<file path="config.mk">
export PLATFORM = sky130hd
export DESIGN_NAME = shiftrot_flag_unit
export DESIGN_NICKNAME = d
export VERILOG_FILES = /design/src/rtl/shiftrot_flag_unit.sv
export SDC_FILE = /design/constraint.sdc
export NUM_CORES = 1
export LEC_CHECK = 0
export CORE_MARGIN = 2
export CORE_UTILIZATION = 52
export CTS_CLUSTER_SIZE = 40
export DETAILED_ROUTE_END_ITERATION = 12
export PLACE_DENSITY = 0.81
export SYNTH_ARGS = -nofsm -noshare
export SYNTH_HDL_FRONTEND = slang
export SYNTH_SLANG_ARGS = --single-unit
</file>
<file path="constraint.sdc">
create_clock -name clk -period 3.59 [get_ports clk]
set_input_delay 0.718 -clock clk [delete_from_list [all_inputs] [get_ports clk]]
set_output_delay 0.718 -clock clk [all_outputs]
set_load 0.02 [all_outputs]
</file>
<file path="src/rtl/shiftrot_flag_unit.sv">
module shiftrot_flag_unit #(
  parameter int W = 8
) (
  input  logic         clk,
  input  logic         rst_n,
  input  logic         start,
  input  logic [3:0]   op,
  input  logic         full_flags,
  input  logic         mem_mode,
  input  logic [W-1:0] operand,
  input  logic [W-1:0] acc_in,
  input  logic [W-1:0] flags_in,
  output logic [W-1:0] result,
  output logic [W-1:0] flags_out,
  output logic [W-1:0] acc_out,
  output logic         done,
  output logic         busy,
  output logic         mem_rd_req,
  input  logic         mem_rd_ack,
  input  logic [W-1:0] mem_rd_data,
  output logic         mem_wr_req,
  input  logic         mem_wr_ack,
  output logic [W-1:0] mem_wr_data
);
  localparam int FS = 7, FZ = 6, FX = 5, FH = 4, FP = 2, FN = 1, FC = 0;
  localparam int HN = W / 2;

  typedef enum logic [1:0] {IDLE, RD, WR} st_t;
  st_t st;

  logic [3:0]   op_q;
  logic [W-1:0] acc_q, flg_q, nflg_q, nacc_q;
  logic [3:0]   c_op;
  logic [W-1:0] c_d, c_a, c_f, c_res, c_flg, c_acc;
  logic         c_full, c_out, go_mem;

  assign go_mem     = mem_mode || op == 4'd8 || op == 4'd9;
  assign busy       = st != IDLE;
  assign mem_rd_req = st == RD;
  assign mem_wr_req = st == WR;

  assign c_op   = (st == IDLE) ? op : op_q;
  assign c_a    = (st == IDLE) ? acc_in : acc_q;
  assign c_f    = (st == IDLE) ? flags_in : flg_q;
  assign c_d    = (st == RD) ? mem_rd_data : operand;
  assign c_full = (st == IDLE) ? full_flags : 1'b1;

  always_comb begin
    c_res = c_d;
    c_out = c_f[FC];
    c_flg = c_f;
    c_acc = c_a;
    case (c_op)
      4'd0: begin c_res = {c_d[W-2:0], c_d[W-1]};   c_out = c_d[W-1]; end
      4'd1: begin c_res = {c_d[0], c_d[W-1:1]};     c_out = c_d[0];   end
      4'd2: begin c_res = {c_d[W-2:0], c_f[FC]};    c_out = c_d[W-1]; end
      4'd3: begin c_res = {c_f[FC], c_d[W-1:1]};    c_out = c_d[0];   end
      4'd4: begin c_res = {c_d[W-2:0], 1'b0};       c_out = c_d[W-1]; end
      4'd5: begin c_res = {c_d[W-1], c_d[W-1:1]};   c_out = c_d[0];   end
      4'd6: begin c_res = {1'b0, c_d[W-1:1]};       c_out = c_d[0];   end
      4'd8: begin
        c_acc = {c_a[W-1:HN], c_d[W-1:HN]};
        c_res = {c_d[HN-1:0], c_a[HN-1:0]};
      end
      4'd9: begin
        c_acc = {c_a[W-1:HN], c_d[HN-1:0]};
        c_res = {c_a[HN-1:0], c_d[W-1:HN]};
      end
      default: ;
    endcase
    if (c_op <= 4'd6) begin
      c_flg[FH] = 1'b0;
      c_flg[FN] = 1'b0;
      c_flg[FC] = c_out;
      if (c_full) begin
        c_flg[FS] = c_res[W-1];
        c_flg[FZ] = c_res == '0;
        c_flg[FP] = ~^c_res;
      end
    end else if (c_op == 4'd8 || c_op == 4'd9) begin
      c_flg[FX] = 1'b0;
      c_flg[FH] = 1'b0;
      c_flg[FN] = 1'b0;
      c_flg[FP] = ~^c_acc;
    end
  end

  always_ff @(posedge clk) begin
    if (!rst_n) begin
      st <= IDLE;
      done <= 1'b0;
      op_q <= '0; acc_q <= '0; flg_q <= '0; nflg_q <= '0; nacc_q <= '0;
      result <= '0; flags_out <= '0; acc_out <= '0; mem_wr_data <= '0;
    end else begin
      done <= 1'b0;
      case (st)
        IDLE: if (start) begin
          if (go_mem) begin
            st <= RD;
            op_q <= op; acc_q <= acc_in; flg_q <= flags_in;
          end else begin
            result <= c_res; flags_out <= c_flg; acc_out <= acc_in;
            done <= 1'b1;
          end
        end
        RD: if (mem_rd_ack) begin
          st <= WR;
          mem_wr_data <= c_res; nflg_q <= c_flg; nacc_q <= c_acc;
        end
        WR: if (mem_wr_ack) begin
          st <= IDLE;
          result <= mem_wr_data; flags_out <= nflg_q; acc_out <= nacc_q;
          done <= 1'b1;
        end
        default: st <= IDLE;
      endcase
    end
  end
endmodule


</file>
After elaboration in Yosys (flattened, before gate mapping) --
Index checks and enable logic that the tools add are counted. Widths: inputs -> output; s select.
Storage, ports and cells: flip-flop bits (word level) 71, input bits 43, output and inout bits 36, word-level logic and storage cells 83
Cells by class: $lt $le $gt $ge 1, eq/ne operators 17, mux-type cells 38, reduce and logical (&&, ||, !) cells 16
Operator list (count):
- $mux 8 | 12
- $pmux 8 s9 | 1
- $pmux 8 s2 | 3
- $mux 2 | 9
- $eq 4x4->1 const B | 4
- $reduce_xnor 8->1 | 2
- $eq 4x3->1 const B | 3
- $eq 4x2->1 const B | 2
- $logic_not 8->1 | 1
- $mux 1 | 8
- $pmux 4 s2 | 1
- $reduce_and 4->1 | 2
- $ne 2x2->1 const B | 3
- $pmux 2 s3 | 1
- $eq 4x1->1 const B | 1
- $le 4x3->1 const B | 1
- $logic_not 4->1 | 1
- $mux 4 | 1
- $ne 2x1->1 const B | 2
- $pmux 1 s2 | 2
- $reduce_bool 2->1 | 2
- $reduce_or 4->1 | 1
- $logic_or 1x1->1 | 3
- $reduce_and 3->1 | 1
- other kinds (5) | 5

Longest topological paths before layout --
depth in word-level cells 10, depth in mapped cells 17, gate-level depth less buffers 15

Least setup slack after synthesis --
No wires, ideal clock.
path type input to register, start point in op[1], end point reg flags_out[2], library setup time 92 ps, arrival 3220 ps, data required time 3498 ps, setup slack 278 ps, stages 15, path buffers 1, cells stage by stage or3b_1 and2_4 buf_6 a211o_1 nor2_1 a221oi_1 mux2_4 ha_1 xnor2_1 xnor2_1 nand2_1 o21ai_0 nand2_1 o211ai_1 o32ai_1
On the way: word-level cells in the longest chain between the ends 9, elaborated cells between the ends (all ways) 28, classes of those cells order compare: 1; eq/ne: 11; mux: 9; reduce/logical: 7
Ends and longest elaborated chain:
- start: declaration | line 7 | input logic [3:0] op,
- $mux 4 | line 42 | assign c_op = (st == IDLE) ? op : op_q;
- $eq 4x4->1 (tied with other cells) | line 53, 80
- $pmux 8 s9 or $pmux 4 s2 (tied branches) | line 53 | case (c_op)
- $reduce_xnor 8->1, on equally long branches | line 78, 84
- $mux 1 or $mux 2 (tied branches) | line 75, 80
- $mux 2 | line 71 | if (c_op <= 4'd6) begin
- $mux 8 | line 98 | if (go_mem) begin
- $mux 8 | line 97 | IDLE: if (start) begin
- $pmux 8 s2 | line 96 | case (st)
- end signal: assignment | line 102 | result <= c_res; flags_out <= c_flg; acc_out <= acc_in;
- end signal: assignment | line 112 | result <= mem_wr_data; flags_out <= nflg_q; acc_out <= nacc_q;
- end: declaration | line 14 | output logic [W-1:0] flags_out,
Parallel ways exist; a longest one is shown, timed or not. The select of a mux whose other input is x is not followed. A chain may end at the register's enable or synchronous reset.

Worst setup path in the final report --
start point in op[3], end point reg flags_out[6]
On the way: word-level cells in the longest chain between the ends 9, elaborated cells between the ends (all ways) 24, classes of those cells order compare: 1; eq/ne: 11; mux: 7; reduce/logical: 5
Ends and longest elaborated chain:
- $mux 4 | line 42
- $eq 4x4->1 (tied with other cells) | line 53
- $pmux 8 s9 | line 53
- $logic_not 8->1 | line 77 | c_flg[FZ] = c_res == '0;
- $mux 2 | line 75 | if (c_full) begin
- $mux 2 | line 71
- $mux 8 | line 98
- $mux 8 | line 97
- $pmux 8 s2 | line 96
Parallel ways exist; a longest one is shown, timed or not. The select of a mux whose other input is x is not followed.

==> flow_summary_export.csv <==
group,metric,value,unit
sta,whs,0.459,ns
global_routing,grt-ovfl-total,0,
sta,worstMarginPinSlew,0.840,ns
sta,rsz0062_at_grt,"no",
power,irDropWorstVdd,0.282,mV
place,portBuffers,78,
synthesis,netlist_area,3950,µm²
synthesis,synth_common_cells,"nand2_1, dfxtp_1, a21oi_1",
global_routing,grt_use_total,30.9,%
power,p_per_area,425,nW/µm²
route,vias,4388,
route,ant_nets,0,
synthesis,ys_ff_latch,71,
outcome,status,"finished clean",
min_path,hold_class,"reg2reg",
power,power.leakage,2.14,nW
synthesis,synth_edf_count,0,
synthesis,synth_top_flop_cell,"dfxtp_1",
synthesis,synth_top_area_share,36.0,%
global_routing,grt_pass1_wl,20700,µm
global_routing,use_met3,5.48,%
floorplan,std_cell_rows,31,
sta,relSlewSlack,44.0,%
floorplan,core_area,7290,µm²
sta,report.final.slew_viol_count,0,
clocking,numCtsBuffers,9,
setup_path,r2r_cells,14,
layout,fin_cells,734,
synthesis,synth_most_common_cell,"nand2_1",
setup_path,cp-start-kind,"input pin",
clocking,ctsRootBufferMaster,"clkbuf_8",
route,wl_per_cell,17.6,µm
clocking,cts_hold_buf,0,
global_routing,top_usage_layer,"met2",
clocking,cts.path.max_buffers,2,
floorplan,dieArea,8300,µm²
synthesis,synth.largest_area_cell,"dfxtp_1",
floorplan,die_h,91.1,µm
clocking,cts_tree,"built",
route,drcViolationCount,0,
place,gp_congestion,0.971,
layout,diodes,0,
layout,drive_above_1_share,17.3,%
setup_path,critical_path_class,"in2reg",
power,finalPower,2.35,mW
route,wirelength,12900,µm
setup_path,required,3.86,ns
setup_path,cp.arrival,3.65,ns
route,first_pass_iters,6,
synthesis,avgSynthCellArea,7.68,µm²
synthesis,yosysUniqueCellTypes,63,
floorplan,fp.dieW,91.1,µm
synthesis,ys_seq_area_share,36.0,%
clocking,post-cts-setup-buffers,0,
synthesis,synth-async-reset-ratio,0,%
clocking,clock_latency,0.35,ns
setup_path,worstPathMaxFanout,9,
sta,finalWorstSetupSlack,0.212,ns
floorplan,io_pins,79,
route,drt_iter0_markers,385,
sta,post-route-min-period,3.38,ns
setup_path,crit_path_end_kind,"flip-flop",
min_path,whs_path_depth,2,
synthesis,netlist_instances,514,
layout,utilization,75.8,%
sta,fin_tns_setup,0,ns
layout,area_delta_synth_final,40.0,%
sta,timing.fmax,0.296,GHz
flow_run,cap_viol_max_count,0,
sta,finalCritPeriodShare,94.1,%
sta,finClkSkew,0.0119,ns
floorplan,initial_utilization,54.1,%
global_routing,grt_pass1_vias,4103,
synthesis,synth_warnings,0,
global_routing,grt_max_degree,38,
place,place_ws,-0.451,ns
synthesis,synthTopCellsByArea,"dfxtp_1, nand2_1, a21oi_1",
route,viasPerCell,5.98,
global_routing,antenna_found_initial,0,
layout,nets,677,
layout,fin_area,5520,µm²
clocking,cts_sinks,71,
place,place_area,5180,µm²
synthesis,syn-num-nets,561,
global_routing,use_met2,49.7,%
global_routing,use_met1,42.6,%
place,dp_hpwl,9390,µm
sta,hold_viol,0,
sta,setup_viol_count_final,0,
place,placed_cells,718,
clocking,htreeDepth,3,
clocking,cts.clk_slew.worst_paths,0.07,ns
-- worst max-delay path: stages --
cell	delay, ns
clkdlybuf4s50_1	0.56
nand2b_1	0.11
mux2i_2	0.22
a21boi_1	0.12
o21ai_1	0.24
buf_12	0.18
mux2i_1	0.27
ha_1	0.20
nand4_1	0.18
and3_1	0.24
a211oi_2	0.22
buf_4	0.16
o221ai_1	0.10
a21oi_1	0.16
-- flip-flops by register name (all words and copies together) (netlist names) --
register	count
acc_out	8
acc_q	8
flags_out	8
flg_q	8
mem_wr_data	8
nacc_q	8
nflg_q	8
result	8
op_q	4
st	2
done	1
-- area by class of cell --
class                      count  area [µm²]
multi-input combinational    391        2430
fill                         561        1770
sequential                    71        1420
timing repair buffer         141        1270
clock buffer                  10         128
tap                           99         124
clock inverter                 6        92.6
inverter                      16        60.1
-- cell usage in the layout, fill, tap and decap left out, drive strengths merged, types with 3 or more instances in the layout --
cell / count
nand2: 122
clkdlybuf4s50: 75
dfxtp: 71
buf: 63
a21oi: 53
o21ai: 34
mux2i: 23
nor2: 22
inv: 18
nand3: 11
clkbuf: 10
a211oi: 10
a31oi: 9
o22ai: 9
a311oi: 9
nor3: 8
a22oi: 8
xnor2: 7
nand2b: 6
o221ai: 5
o211ai: 5
and2: 4
mux2: 4
ha: 4
a21boi: 3
-- timing repair --
item / 4_1_cts / 5_1_grt
gates resized for setup: 6 / 18
endpoints found under the setup margin: 3 / 4
pin swaps: 2 / 12
-- routing by layer --
layer	vias to the layer above	wire (µm)
li1	2075	-
met1	2058	5600
met2	236	6040
met3	19	1030
met4	0	251
met5	-	0
-- worst paths after layout --
path	startpoint	endpoint	slack (ns)
setup / recovery	op[3]	flags_out[6]	0.21
hold / removal	flg_q[7]	flg_q[7]	0.46
setup reg to reg	st[1]	flags_out[6]	0.24
hold reg to reg	flg_q[7]	flg_q[7]	0.46
-- kinds of logic (layout without fill, tap and decap cells) --
family,after synthesis,count (layout),synth area share (%)
fa+ha+maj,4,4,1.27
compound gates,164,164,26.6
flops,71,71,36.0
mux,27,27,7.26
simple gates,186,186,20.6
xor+xnor,10,10,2.57
buf+inv,52,173,5.65
-- report_power, final --
group | switching [mW] | internal [mW] | total (mW)
Clock | 0.314 | 0.396 | 0.710
Combinational | 0.399 | 0.378 | 0.777
Sequential | 0.0303 | 0.830 | 0.860
Total | 0.743 | 1.60 | 2.35
Power figures use the tool's default switching activity.
